--- src/rtl/trig_ctr_pkg.sv ---
package trig_ctr_pkg;

  typedef enum logic {
    CT_COUNT = 1'b0,
    CT_TIME  = 1'b1
  } ct_mode_e;

  // One-hot-ish action set chosen by the command ranking for one cycle.
  typedef struct packed {
    logic clear;
    logic load;
    logic up;
    logic down;
    logic run_on;
    logic run_off;
  } ct_act_t;

endpackage

--- src/rtl/ct_cmd_arb.sv ---
module ct_cmd_arb
  import trig_ctr_pkg::*;
(
  input  ct_mode_e mode,
  input  logic     clr,
  input  logic     set,
  input  logic     inc,
  input  logic     dec,
  input  logic     start,
  input  logic     stop,
  input  logic     run_q,
  output ct_act_t  act
);

  always_comb begin
    act = '0;
    if (clr) begin
      act.clear = 1'b1;
    end else if (set) begin
      act.load = 1'b1;
    end else if (mode == CT_COUNT) begin
      if (inc)      act.up   = 1'b1;
      else if (dec) act.down = 1'b1;
    end else begin
      act.up = run_q;
      if (stop)       act.run_off = 1'b1;
      else if (start) act.run_on  = 1'b1;
    end
  end

endmodule

--- src/rtl/ct_sat_step.sv ---
module ct_sat_step #(
  parameter int W = 51
) (
  input  logic [W-1:0] cur,
  input  logic         up,
  input  logic         down,
  output logic [W-1:0] nxt,
  output logic         hit
);

  logic at_top;
  logic at_bot;

  assign at_top = &cur;
  assign at_bot = ~|cur;

  always_comb begin
    nxt = cur;
    hit = 1'b0;
    if (up) begin
      if (at_top) hit = 1'b1;
      else        nxt = cur + W'(1);
    end else if (down) begin
      if (at_bot) hit = 1'b1;
      else        nxt = cur - W'(1);
    end
  end

endmodule

--- src/rtl/ct_unit.sv ---
module ct_unit
  import trig_ctr_pkg::*;
#(
  parameter int W = 51
) (
  input  logic         clk,
  input  logic         rst_n,
  input  ct_mode_e     mode,
  input  logic         clr,
  input  logic         set,
  input  logic         inc,
  input  logic         dec,
  input  logic         start,
  input  logic         stop,
  input  logic [W-1:0] load,
  input  logic [W-1:0] cmp,
  output logic [W-1:0] view,
  output logic         tst,
  output logic         ovf
);

  logic [W-1:0] count_q;
  logic [W-1:0] step_nxt;
  logic         step_hit;
  logic         run_q;
  logic         ovf_q;
  ct_act_t      act;

  ct_cmd_arb u_arb (
    .mode  (mode),
    .clr   (clr),
    .set   (set),
    .inc   (inc),
    .dec   (dec),
    .start (start),
    .stop  (stop),
    .run_q (run_q),
    .act   (act)
  );

  ct_sat_step #(.W(W)) u_step (
    .cur  (count_q),
    .up   (act.up),
    .down (act.down),
    .nxt  (step_nxt),
    .hit  (step_hit)
  );

  always_ff @(posedge clk or negedge rst_n) begin
    if (!rst_n) begin
      count_q <= '0;
      run_q   <= 1'b0;
      ovf_q   <= 1'b0;
    end else begin
      if (act.clear) begin
        count_q <= '0;
        ovf_q   <= 1'b0;
      end else if (act.load) begin
        count_q <= load;
      end else begin
        count_q <= step_nxt;
        if (step_hit) ovf_q <= 1'b1;
      end
      if (act.run_on)       run_q <= 1'b1;
      else if (act.run_off) run_q <= 1'b0;
    end
  end

  // Clear is visible in the same cycle it is asserted.
  assign view = act.clear ? '0 : count_q;
  assign tst  = (view >= cmp);
  assign ovf  = ovf_q;

endmodule

--- src/rtl/trig_ctr_pair.sv ---
module trig_ctr_pair
  import trig_ctr_pkg::*;
#(
  parameter int NUM_UNITS = 2,
  parameter int CNT_W     = 51
) (
  input  logic                            clk,
  input  logic                            rst_n,
  input  logic [NUM_UNITS-1:0]            mode_i,
  input  logic [NUM_UNITS-1:0]            clr_i,
  input  logic [NUM_UNITS-1:0]            set_i,
  input  logic [NUM_UNITS-1:0]            inc_i,
  input  logic [NUM_UNITS-1:0]            dec_i,
  input  logic [NUM_UNITS-1:0]            start_i,
  input  logic [NUM_UNITS-1:0]            stop_i,
  input  logic [NUM_UNITS-1:0][CNT_W-1:0] load_i,
  input  logic [NUM_UNITS-1:0][CNT_W-1:0] cmp_i,
  output logic [NUM_UNITS-1:0][CNT_W-1:0] count_o,
  output logic [NUM_UNITS-1:0]            test_o,
  output logic [NUM_UNITS-1:0]            ovf_o
);

  for (genvar u = 0; u < NUM_UNITS; u++) begin : g_unit
    ct_unit #(.W(CNT_W)) u_unit (
      .clk   (clk),
      .rst_n (rst_n),
      .mode  (ct_mode_e'(mode_i[u])),
      .clr   (clr_i[u]),
      .set   (set_i[u]),
      .inc   (inc_i[u]),
      .dec   (dec_i[u]),
      .start (start_i[u]),
      .stop  (stop_i[u]),
      .load  (load_i[u]),
      .cmp   (cmp_i[u]),
      .view  (count_o[u]),
      .tst   (test_o[u]),
      .ovf   (ovf_o[u])
    );
  end

endmodule

--- config.mk ---
export PLATFORM = sky130hd
export DESIGN_NAME = trig_ctr_pair
export DESIGN_NICKNAME = d
export VERILOG_FILES = /design/src/rtl/trig_ctr_pkg.sv /design/src/rtl/ct_cmd_arb.sv /design/src/rtl/ct_sat_step.sv /design/src/rtl/ct_unit.sv /design/src/rtl/trig_ctr_pair.sv
export SDC_FILE = /design/constraint.sdc
export NUM_CORES = 1
export LEC_CHECK = 0
export BUFFER_PORTS_ARGS = -buffer_cell sky130_fd_sc_hd__buf_2
export CAP_MARGIN = 20
export CORE_ASPECT_RATIO = 0.8
export CORE_MARGIN = 2
export CORE_UTILIZATION = 50
export DETAILED_ROUTE_END_ITERATION = 8
export PLACE_DENSITY = 0.76
export SYNTH_ARGS = -nofsm -noshare
export SYNTH_HDL_FRONTEND = slang
export SYNTH_HIERARCHICAL = 1
export SYNTH_SLANG_ARGS = --single-unit
--- constraint.sdc ---
create_clock -name clk -period 4.35 [get_ports clk]
set_input_delay 0.2175 -clock clk [delete_from_list [all_inputs] [get_ports clk]]
set_output_delay 0.2175 -clock clk [all_outputs]
set_load 0.01 [all_outputs]
# Word-level counts from Yosys, hierarchy flattened
# Cells that the tools add are included.
# W data, S select, Z words.
# word_totals
input_bits,220
output_inout_bits,106
word_cells,90
register_bits,106
# classes
n_lt_le_gt_ge,2
n_reduce_logical,16
n_eq_ne,4
mux,58
n_addsub,4
# ops
cell,n
$mux W51,14
$add A51 B1 Y51 const B,2
$ge A51 B51 Y1,2
$reduce_and A51 Y1,2
$reduce_or A51 Y1,2
$sub A51 B1 Y51 const B,2
$mux W1,38
$reduce_bool A4 Y1,4
$mux W5,2
$mux W4,2
$ne A4 B2 Y1 const B,2
$reduce_bool A2 Y1,4
$reduce_and A3 Y1,2
$mux W2,2
$ne A2 B1 Y1 const B,2
$reduce_and A2 Y1,2

# Logic depth before layout (Yosys ltp)
# Gate-level depths: netlist of run 1.
# depth
ltp_word,10
depth_mapped,12
depth_no_buf,10

# Cells and area by module
# The synthesis of run 1 kept the hierarchy.
# modules_own_cells
mod,cells_per_inst,seq_area_each_um2,n_inst,area_per_inst_um2
ct_sat_step,358,0.0,2,2439.8
ct_unit at g_unit[0].u_unit,413,1326.3,1,3742.3
ct_unit at g_unit[1].u_unit,406,1326.3,1,3717.3
ct_cmd_arb,9,0.0,2,68.8

# Worst setup path before layout of run 1
# OpenSTA, ideal clock, no wires.
# synth_path
path_type,register to register
from,reg g_unit[0].u_unit.count_q[0]
to,reg g_unit[0].u_unit.count_q[50]
n_path_buf,0
arrival_ns,2.533
setup_ns,0.072
synth_period_minus_slack_ns,2.606
path_stages_with_launch,11
t_required_ns,4.278
setup_slack_ns,1.744
cell_sequence,dfrtp_1 -> inv_1 -> ha_1 -> or3b_2 -> nor4_1 -> nand2_1 -> nor4_1 -> mux2_2 -> nor3_1 -> mux2i_1 -> nor2_1
# synth_between
elab_chain_cells,6
elab_cells_between_ends,13
cone_classes,add/sub: 2; eq/ne: 1; mux: 6; reduce/logical: 4
# synth_rtl
element,line,rtl
from (decl),ct_unit.sv:22,logic [W-1:0] count_q;
from (signal assigned),ct_unit.sv:59,count_q <= load;
from (signal assigned),ct_unit.sv:61,count_q <= step_nxt;
$sub A51 B1 Y51,ct_sat_step.sv:25,else nxt = cur - W'(1);
$mux W51,ct_sat_step.sv:24,if (at_bot) hit = 1'b1;
$mux W51,ct_sat_step.sv:23,end else if (down) begin
$mux W51 (*),ct_sat_step.sv:20,if (up) begin
net g_unit[0].u_unit.step_nxt[50],ct_unit.sv:23,logic [W-1:0] step_nxt;
$mux W51 (*),ct_unit.sv:58,end else if (act.load) begin
$mux W51 (*),ct_unit.sv:55,if (act.clear) begin
# Mark *: on every way through the listed nets, which the timed path passes. The rest lies on a longest branch. The select of a mux whose other input is x is not followed.
# A chain may end at the register's enable or synchronous reset.

# Worst setup path after layout of run 1
# layout_path
from,reg g_unit[0].u_unit.count_q[20]
to,out test_o[0]
# layout_between
elab_chain_cells,2
# layout_rtl
element,line,rtl
$mux W51,ct_unit.sv:70,assign view = act.clear ? '0 : count_q;
$ge A51 B51 Y1,ct_unit.sv:71,assign tst = (view >= cmp);
to (decl),trig_ctr_pair.sv:19,"output logic [NUM_UNITS-1:0] test_o,"
# Every way passes these cells.

==> results of run 1 <==
-- through the flow --
stage | utilization, % | std cells | hold slack (ns) | area, sq um
after floorplan | - | 1553 | -0.07809 | 12480
after global placement | 57.87 | 2123 | 0.4510 | 14140
after detailed placement | 57.87 | 2123 | 0.4690 | 14140
after CTS | 59.34 | 2139 | 0.08071 | 14500
after global routing | 59.51 | 2142 | 0.09442 | 14540
final | 59.52 | 2143 | 0.08833 | 14550
-- worst register-to-register path, stage by stage, from the launching register on --
cell and delay, ns:
dfrtp_1 0.55, nand4_1 0.27, nor4_1 0.76, nand4_4 0.35, and2_1 0.56, o221ai_1 0.39
xnor2_1 0.16, mux2i_1 0.09, nor2_1 0.12
-- kinds of logic after synthesis --
kind of cell | count (synthesis) | share of synthesized area (%)
AND/OR/NAND/NOR | 699 | 32.11
XOR/XNOR | 94 | 6.719
adder cells (fa/ha/maj) | 108 | 10.83
buffers and inverters | 220 | 7.762
multiplexers | 106 | 8.524
AO/OA/AOI/OAI | 220 | 12.80
flip-flops | 106 | 21.26
-- path summary, 6_finish.rpt --
kind,from,to
min reg2reg,g_unit[0].u_unit/ovf$_DFFE_PN0P_,g_unit[0].u_unit/ovf$_DFFE_PN0P_
min,load_i[92],g_unit[1].u_unit/count_q[41]$_DFF_PN0_
max,g_unit[0].u_unit/count_q[20]$_DFF_PN0_,test_o[0]
min in group asynchronous,rst_n,g_unit[1].u_unit/count_q[19]$_DFF_PN0_
max reg2reg,g_unit[0].u_unit/count_q[36]$_DFF_PN0_,g_unit[0].u_unit/count_q[42]$_DFF_PN0_
max in group asynchronous,rst_n,g_unit[1].u_unit/count_q[1]$_DFF_PN0_
-- layout make-up --
cell class                 count  area share (%)
clock buffer                  10           1.643
sequential                   106           18.23
clock inverter                 6          0.8171
tap                          318           2.735
inverter                     134           3.458
timing repair buffer         341           12.20
multi-input combinational   1227           60.90
antenna                        1         0.01720
-- state kept, by name, indices dropped and copies added (netlist names) --
signal and cells:
g_unit.u_unit/count_q 102, g_unit.u_unit/ovf 2, g_unit.u_unit/run_q 2
-- cells in the mapped netlist, types with 37 or more instances --
master	n	area, sq um
nor2_1	169	634.4
inv_1	132	495.5
ha_1	108	1351
dfrtp_1	106	2653
mux2i_1	104	1041
nor2b_1	101	631.9
nand2_1	79	296.5
nand3_1	55	275.3
a21oi_1	54	270.3
nand4_1	53	331.6
xnor2_1	48	420.4
nor4_1	44	275.3
xor2_1	44	385.4
o22ai_1	39	244.0
nor3_1	37	185.2
-- power groups by stage --
stage / registers [W] / clock network, W / logic, W
2_1_floorplan: 0.00111 / 0 / 0.000664
3_3_place_gp: 0.00116 / 0 / 0.000935
3_5_place_dp: 0.00117 / 0 / 0.000952
4_1_cts: 0.00115 / 0.00105 / 0.000959
5_1_grt: 0.00116 / 0.00109 / 0.00106
6_report: 0.00115 / 0.00103 / 0.000976
-- routing by layer --
layer / global-route usage [%] / vias to the layer above / part of all wire [%]
li1: - / 6129 / -
met1: 51.34 / 6185 / 49
met2: 43.05 / 721 / 39
met3: 6.049 / 46 / 10
met4: 5.887 / 0 / 1.2
met5: 0 / - / 0
==> impl_results.md, run 1 <==
- Asr flop ratio synth: 100.0%
- Final Routed Wirelength: 43.10 mm
- CTS root buffer: clkbuf_16
- Fin Clk Skew: 0.01245 ns
- CTS Buf Count: 9
- Worst-margin pin slew: 1.039 ns
- Clock Latency Late Sink: 0.37 ns
- Max Fclk: 262.2 MHz
- Initial antenna violation count: 1
- Mapped Area: 0.01248 sq mm
- Slowest stage delay, CP: 0.75 ns
- R2r setup slk: 1.03 ns
- Sequential area share after synthesis: 21.26%
- CP Launch Type: register
- First-pass GRT wire length: 67.63 mm
- Critical path class: register to primary output
- Ports: 326
- Yosys cell types: 83
- Final net count: 2147
- Worst Setup Slack, final: 0.5355 ns
- Multi-input gate area: 0.008859 sq mm
- Die ar.: 0.02624 sq mm
- Post-CTS resize count: 0
- Port-buffer cells: 325
- Placer Congestion: 0.9772
- Levels on crit path: 9
- Net switching power figure: 0.001123 W
- Crit-path max FO: 9
- Flop pwr share: 36.5%
- Synth Area per Inst: 8.034 sq um
- Setup TNS: 0 ns
- CP arrival: 3.60 ns
- Total gr overflow: 0
- Most frequent cells in the layout: buf_2 (322), nor2_1 (169), inv_1 (132)
- Initial core utilization: 51.05%
- Largest net degree at the start of global routing: 76
- Die width: 180.6 um
- Endpoints failing setup: 0
- Via count: 13081
- Layout area overhead: 16.59%
- Worst hold path depth: 3
- Synthesized flop and latch total: 106
- Main synth FF type: dfrtp_1
- Comb power frac: 30.9%
- RSZ-0062 raised after global routing: false
- Place WS: 0.7940 ns
- Max-cap viol count: 0
- Period utilisation layout: 87.69%
- Synth Net Count: 1881
- Sequential cell area: 0.002653 sq mm
- Post-Synthesis Cells: 1553
- Final hold vios: 0
- Relative slew slack: 30.18%
- Lkg Pwr: 7.227 nW
- DRC viols: 0
- Max VDD drop: 0.1847 mV
- Pre-Repair DR Iteration Count: 6
- Required @ worst endpoint: 4.13 ns
- Clock power share: 32.6%
- Initial DRC count: 1428
- Total global-route track usage: 31.79%
- Die Ht: 145.3 um
- Post-DP HPWL: 33.91 mm
- Fillers: 2268
- Sw frac: 35.57%
- Status: finished, final reports clean
- Vias in the first global route: 11982
- Clk slew on worst S/H paths: 0.09 ns
- Leading cell type in the layout, fill and taps excluded: buf_2
- Vias per inst: 6.104
- Hold Buf Count CTS: 0
- CP bufs+invs: 1
- Final ANT Viol Nets: 0
- Max-slew violations: 0
- Post-DR wirelength/cell: 20.11 um
- Internal power: 0.002035 W
- Pwr per Cell Area: 217.1 mW/mm^2
- Layout cell share with drive strength beyond 1: 23.90%
- CP cell instances: nor2b_1, ha_1, a21oi_1, o21ai_0, nand2_1, o211ai_1, o31ai_1, a21oi_1, buf_2
- Standard-cell rows: 51
- CTS tree: done
- EDFF count, synth: 0
- CP max-delay cell: o31ai_1
- Total power: 0.003158 W
- # clock sinks: 106
- Setup Fix Bufs, Post-CTS: 0
- Yosys Warn Count: 6
- H-tree depth: 3
- Crit path max-delay family: compound AO/OA/AOI/OAI gates
- Max clock buf depth: 2
- Worst min-delay path category: primary input to register
- Reg2Reg Depth: 8
- Clock period minus final worst setup slack: 3.815 ns
- Area of the core: 0.02444 sq mm
- CP endpoint kind: primary output
- CP dominant cell by count: a21oi_1
No activity file was read; power rests on OpenSTA's default activity.
==> run 2, diff against run 1 <==
--- a/config.mk
+++ b/config.mk
@@ -9,9 +9,9 @@
 export CAP_MARGIN = 20
 export CORE_ASPECT_RATIO = 0.8
 export CORE_MARGIN = 2
-export CORE_UTILIZATION = 50
+export CORE_UTILIZATION = 32
 export DETAILED_ROUTE_END_ITERATION = 8
-export PLACE_DENSITY = 0.76
+export REMOVE_ABC_BUFFERS = 1
 export SYNTH_ARGS = -nofsm -noshare
 export SYNTH_HDL_FRONTEND = slang
 export SYNTH_HIERARCHICAL = 1
==> constraint.sdc (replaced) <==
create_clock -name clk -period 4.35 [get_ports clk]
set_input_delay 0.2175 -clock clk [delete_from_list [all_inputs] [get_ports clk]]
set_output_delay 0.2175 -clock clk [all_outputs]
set_load 0.05 [all_outputs]
==> run 2 against run 1 <==
  * Combinational power is 8% higher
  * First-iteration DRC count is 21% lower
  * Sequential power hardly changed
  * Clock power is 14% lower
==> impl_results.md, run 2 (synthesis gave the netlist of run 1 again) <==
- Status: finished, final reports clean
- CP cell instances: nor2b_1, ha_1, nand4_2, nor4_2, nand2_1, a311oi_2, o31ai_1, a21oi_1, buf_2
- Die ar.: 0.04060 sq mm
- Final Routed Wirelength: 43.83 mm
- CTS Buf Count: 9
- Layout area overhead: 17.59%
- CTS tree: done
- Crit-path max FO: 9
- First-pass GRT wire length: 68.39 mm
- Clock period minus final worst setup slack: 3.490 ns
- H-tree depth: 3
- Setup TNS: 0 ns
- Fillers: 4066
- Post-CTS resize count: 0
- Internal power: 0.001895 W
- Endpoints failing setup: 0
- Max Fclk: 286.5 MHz
- Min-delay src: load_i[71]
- Max FFs per register: 102
- RSZ-0062 raised after global routing: false
- Port-buffer cells: 325
- Largest net degree at the start of global routing: 78
- Layout cell share with drive strength beyond 1: 23.65%
- Flop pwr share: 37.3%
- DRC viols: 0
- Period utilisation layout: 80.23%
- Relative slew slack: 30.19%
- Final hold vios: 0
- Final net count: 2142
- Ports: 326
- Area of the core: 0.03836 sq mm
- Most frequent cells in the layout: buf_2 (322), nor2_1 (169), inv_1 (132)
- Via count: 12641
- Required @ worst endpoint: 4.13 ns
- CP max-delay cell: dfrtp_1
- Final ANT Viol Nets: 0
- Max clock buf depth: 2
- Critical path class: register to primary output
- Post-DR wirelength/cell: 18.88 um
- Initial core utilization: 32.53%
- Total gr overflow: 0
- Die width: 224.8 um
- Clock power share: 28.6%
- Die Ht: 180.6 um
- Post-DP HPWL: 34.55 mm
- Clk slew on worst S/H paths: 0.08 ns
- Total global-route track usage: 21.17%
- Placer Congestion: 0.8872
- # clock sinks: 106
- Largest reg by FF count: g_unit.u_unit/count_q
- Pwr per Cell Area: 210.3 mW/mm^2
- Clock Latency Late Sink: 0.37 ns
- Total power: 0.003085 W
- Worst-margin pin slew: 1.039 ns
- Comb power frac: 34.1%
- Leading cell type in the layout, fill and taps excluded: buf_2
- Worst setup path start: g_unit[0].u_unit/count_q[34]$_DFF_PN0_
- Max VDD drop: 0.1423 mV
- Standard-cell rows: 64
- Lkg Pwr: 7.160 nW
- Multi-input gate area: 0.008859 sq mm
- Vias in the first global route: 12171
- CP Launch Type: register
- Slowest stage delay, CP: 0.48 ns
- Fin Clk Skew: 0.01765 ns
- Setup Fix Bufs, Post-CTS: 0
- Worst flop-to-flop path startpoint: g_unit[1].u_unit/count_q[0]$_DFF_PN0_
- Net switching power figure: 0.001191 W
- Max-cap viol count: 0
- Worst Setup Slack, final: 0.8598 ns
- CP endpoint kind: primary output
- Sw frac: 38.59%
- CP arrival: 3.27 ns
- Vias per inst: 5.446
- Max-slew violations: 0
- Pre-Repair DR Iteration Count: 6
- Sequential cell area: 0.002653 sq mm
- Initial antenna violation count: 8
- Initial DRC count: 1126
- CTS root buffer: clkbuf_16
- Place WS: 0.9016 ns
- Worst min-delay path category: primary input to register
run 2: cell count changes in the layout (fill, tap and decap cells not counted), sizes merged:
cell and change:
diode +7, bufinv -2, clkbuf -2, clkinvlp +2, buf -4
run 2: power by group through the flow:
stage          combinational, W  sequential (W)  clock, W
2_1_floorplan          0.000699         0.00113         0
3_3_place_gp            0.00103         0.00117         0
3_5_place_dp            0.00104         0.00117         0
4_1_cts                 0.00105         0.00115  0.000911
5_1_grt                 0.00115         0.00117  0.000945
6_report                0.00105         0.00115  0.000882
run 2: path summary, 6_finish.rpt:
check	endpoint	slack, ns	cells past startpoint
max	test_o[0]	0.86	9
min	g_unit[1].u_unit/count_q[20]$_DFF_PN0_	0.08	3
max reg2reg	g_unit[1].u_unit/count_q[50]$_DFF_PN0_	1.08	10
min reg2reg	g_unit[1].u_unit/run_q$_DFFE_PN0P_	0.49	1
max in group asynchronous	g_unit[0].u_unit/count_q[31]$_DFF_PN0_	2.64	3
min in group asynchronous	g_unit[1].u_unit/count_q[15]$_DFF_PN0_	0.50	2
run 2: critical path, delay by kind of cell (launching register included):
kind | cells | cell delay, ns
buf+inv | 1 | 0.30
simple gates | 4 | 0.92
compound gates | 3 | 0.83
fa+ha+maj | 1 | 0.37
flops | 1 | 0.48
run 2: timing repair:
action | CTS | global route
endpoints found under the setup margin | 0 | 0
hold buffers | 1 | 0
hold endpoints to repair | 53 | 0
run 2: layout make-up:
cell class / count / area share (%)
Clock inverter: 6 / 0.5032
Antenna cell: 8 / 0.1364
Inverter: 134 / 3.428
Timing Repair Buffer: 336 / 11.72
Tap cell: 495 / 4.221
Sequential cell: 106 / 18.08
Multi-Input combinational cell: 1227 / 60.38
Clock buffer: 9 / 1.535
run 2: metrics by stage:
step | utilization [%] | hold WS, ns | area, sq um | std cells
after floorplan | - | -0.07809 | 12010 | 1467
final | 38.25 | 0.08490 | 14670 | 2321
after global placement | 37.39 | 0.3230 | 14340 | 2297
after detailed placement | 37.39 | 0.3383 | 14340 | 2297
after CTS | 38.20 | 0.07260 | 14650 | 2313
after global routing | 38.25 | 0.08697 | 14670 | 2321
run 2: per-layer routing:
layer / part of all wire, % / vias to the layer above / global-route usage [%]
met1: 46 / 6011 / 29.73
li1: - / 6118 / -
met4: 3.0 / 0 / 7.523
met5: 0 / - / 0
met3: 5.8 / 61 / 3.049
met2: 45 / 451 / 32.97
==> run 3, diff against run 2 <==
--- a/config.mk
+++ b/config.mk
@@ -5,6 +5,7 @@
 export SDC_FILE = /design/constraint.sdc
 export NUM_CORES = 1
 export LEC_CHECK = 0
+export ABC_AREA = 1
 export BUFFER_PORTS_ARGS = -buffer_cell sky130_fd_sc_hd__buf_2
 export CAP_MARGIN = 20
 export CORE_ASPECT_RATIO = 0.8
==> constraint.sdc (replaced) <==
create_clock -name clk -period 3.26 [get_ports clk]
set_input_delay 0.163 -clock clk [delete_from_list [all_inputs] [get_ports clk]]
set_output_delay 0.163 -clock clk [all_outputs]
set_load 0.05 [all_outputs]
==> run 3 against run 2 <==
  * Synthesized cell count is 100% higher
  * Cell count is 79% higher
  * Worst hold slack worse by 0.074 ns
  * First-iteration DRC count is 130% higher
  * Clock skew is 0.0021 ns lower
  * Critical path type unchanged
  * Largest cell class unchanged
  * Highest routed layer unchanged
==> impl_results.md, run 3 <==
- Status: finished, final reports clean
- Most common library cells after synthesis: nand2_1 (1052), nor2_1 (472), inv_1 (429)
- Standard-cell rows: 75
- CTS root buffer: clkbuf_16
- Sequential area share after synthesis: 15.60%
- CP Launch Type: register
- Reg2reg end: g_unit[0].u_unit/count_q[1]$_DFF_PN0_
- Vias in the first global route: 19055
- Post-CTS resize count: 0
- Post-synth top area share: 23.22%
- Die width: 261.8 um
- Ports: 326
- Required @ worst endpoint: 3.10 ns
- Placed Cells incl. Taps: 4075
- Initial DRC count: 2538
- Antenna cell count: 0
- R2r setup slk: 0.47 ns
- Max clock buf depth: 2
- Worst setup path start: g_unit[1].u_unit/count_q[45]$_DFF_PN0_
- Max-slew violations: 0
- Count leader, synth: nand2_1
- EDFF count, synth: 0
- Clock Latency Late Sink: 0.42 ns
- Asr flop ratio synth: 100.0%
- Initial antenna violation count: 0
- CTS Buf Count: 9
- Worst flop-to-flop path startpoint: g_unit[0].u_unit/count_q[22]$_DFF_PN0_
- Post-DP HPWL: 60.66 mm
- RSZ-0062 raised after global routing: false
- Crit-path max FO: 7
- Non-filler cells in the finished layout: 4151
- Fin Clk Skew: 0.01553 ns
- Final hold vios: 0
- CP arrival: 2.74 ns
- Area of the core: 0.05246 sq mm
- Clk slew on worst S/H paths: 0.08 ns
- End point of the critical path: test_o[1]
- Lkg Pwr: 11.01 nW
- Synth top area cells: nand2_1 (23%), dfrtp_1 (16%), nor2_1 (10%)
- Main synth FF type: dfrtp_1
- Sw frac: 47.85%
- Mapped Area: 0.01701 sq mm
- Die ar.: 0.05502 sq mm
- Hold Slack: 0.01051 ns
- Multi-input gate area: 0.01211 sq mm
- Synthesized flop and latch total: 106
- Worst-margin pin slew: 1.008 ns
- Worst min-delay path category: primary input to register
- DRC viols: 0
- First-pass GRT wire length: 114.4 mm
- Port-buffer cells: 325
- Comb power frac: 45.5%
- Relative slew slack: 32.83%
- Total global-route track usage: 27.12%
- Die Ht: 210.2 um
- Period utilisation layout: 88.99%
- Layout cell share with drive strength beyond 1: 13.88%
- Final ANT Viol Nets: 0
- Yosys Warn Count: 6
- Max Fclk: 344.7 MHz
- Largest net degree at the start of global routing: 68
- Pwr per Cell Area: 253.7 mW/mm^2
- Leading cell type in the layout, fill and taps excluded: nand2_1
- Total gr overflow: 0
- Most frequent cells in the layout: nand2_1 (1052), nor2_1 (466), inv_1 (429)
- Clock power share: 23.7%
- Post-DR wirelength/cell: 18.17 um
- Clock period minus final worst setup slack: 2.901 ns
- Final net count: 3781
- Sequential cell area: 0.002653 sq mm
- Pre-Repair DR Iteration Count: 6
- Max FFs per register: 102
- Yosys cell types: 38
- Critical path class: register to primary output
- Flop pwr share: 30.8%
- # clock sinks: 106
- Endpoints failing setup: 0
- Yosys top cell by area: nand2_1
- Fillers: 5981
- Net switching power figure: 0.002458 W
- H-tree depth: 3
- Placer Congestion: 1.019
- Reg2Reg Depth: 8
- CTS tree: done
- Layout area overhead: 19.05%
- Max VDD drop: 0.3082 mV
- Post-Synthesis Cells: 3126
- Vias per inst: 5.064
- Initial core utilization: 32.42%
- Synth Area per Inst: 5.441 sq um
- Max-cap viol count: 0
- Final Routed Wirelength: 75.41 mm
- Core Util, Final: 38.60%
- Via count: 21019
- CP endpoint kind: primary output
- Internal power: 0.002679 W
- Largest reg by FF count: g_unit.u_unit/count_q
==> run 3: changes by cell type after synthesis, sizes merged, moves of 92 or more <==
cell / before / now
nor2: 171 / 509
nand2: 82 / 1073
nand3: 57 / 218
nor2b: 101 / 0
a21oi: 54 / 146
mux2i: 104 / 0
inv: 134 / 436
==> run 3: worst min-delay path by stage <==
stage	from	end	slack, ns	cells past startpoint
detailed placement	rst_n	g_unit[1].u_unit/count_q[15]$_DFF_PN0_	0.37	1
CTS	load_i[54]	g_unit[1].u_unit/count_q[3]$_DFF_PN0_	0.0005	3
global placement	rst_n	g_unit[1].u_unit/count_q[15]$_DFF_PN0_	0.36	1
global route	load_i[58]	g_unit[1].u_unit/count_q[7]$_DFF_PN0_	0.009	3
finish	load_i[35]	g_unit[0].u_unit/count_q[35]$_DFF_PN0_	0.01	3
floorplan	rst_n	g_unit[0].u_unit/count_q[0]$_DFF_PN0_	-0.13	0
==> run 3: layout make-up <==
class	count	share of cell area, %
flip-flops and latches	106	13.10
inverters	440	8.156
clock buffers	9	1.112
clock inverters	7	0.3275
repair buffers	440	13.20
well taps	693	4.282
multi-input cells	2456	59.82
==> run 3: power groups by stage <==
stage	clock (W)	sequential [W]	combinational (W)
3_5_place_dp	0	0.00160	0.00222
2_1_floorplan	0	0.00152	0.00142
5_1_grt	0.00130	0.00159	0.00258
3_3_place_gp	0	0.00160	0.00223
4_1_cts	0.00126	0.00157	0.00229
6_report	0.00122	0.00158	0.00234
==> run 3: timing repair <==
action	CTS	global route
endpoints found under the hold margin	124	0
hold buffers	60	0
buffers inserted	0	0
==> run 3: through the flow <==
stage               instance area (sq um)  worst slack, ns  power, W  setup TNS [ns]
CTS                                 20250           0.2965  0.005118               0
floorplan                           16370           -1.036  0.002949          -69.78
finish                              20250           0.3588  0.005136               0
global route                        20250          0.07482  0.005472               0
detailed placement                  19360           0.4489  0.003816               0
global placement                    19360           0.4857  0.003828               0
==> run 3: cell families after synthesis <==
kind of cell | count (synthesis) | share of synthesized area [%]
compound gates | 271 | 8.210
xor+xnor | 120 | 6.179
fa+ha+maj | 108 | 7.945
buf+inv | 564 | 13.45
flops | 106 | 15.60
simple gates | 1957 | 48.62
==> run 3: routing by layer <==
| layer | vias up | track usage [%] | wire (um) |
|---|---|---|---|
| met5 | - | 0 | 0 |
| met4 | 0 | 4.016 | 733 |
| met3 | 47 | 6.710 | 8005 |
| met2 | 942 | 35.52 | 28340 |
| met1 | 9670 | 43.84 | 38320 |
| li1 | 10360 | - | - |
==> run 3: worst max-delay path: stages (launching register included) <==
cell	delay, ns
dfrtp_1	0.54
inv_1	0.07
nor2_1	0.14
ha_1	0.25
nand2_1	0.25
inv_1	0.07
nand2_1	0.08
a21oi_1	0.06
nor2_1	0.34
nand2_1	0.10
nor2_1	0.12
nand3_1	0.08
buf_2	0.22
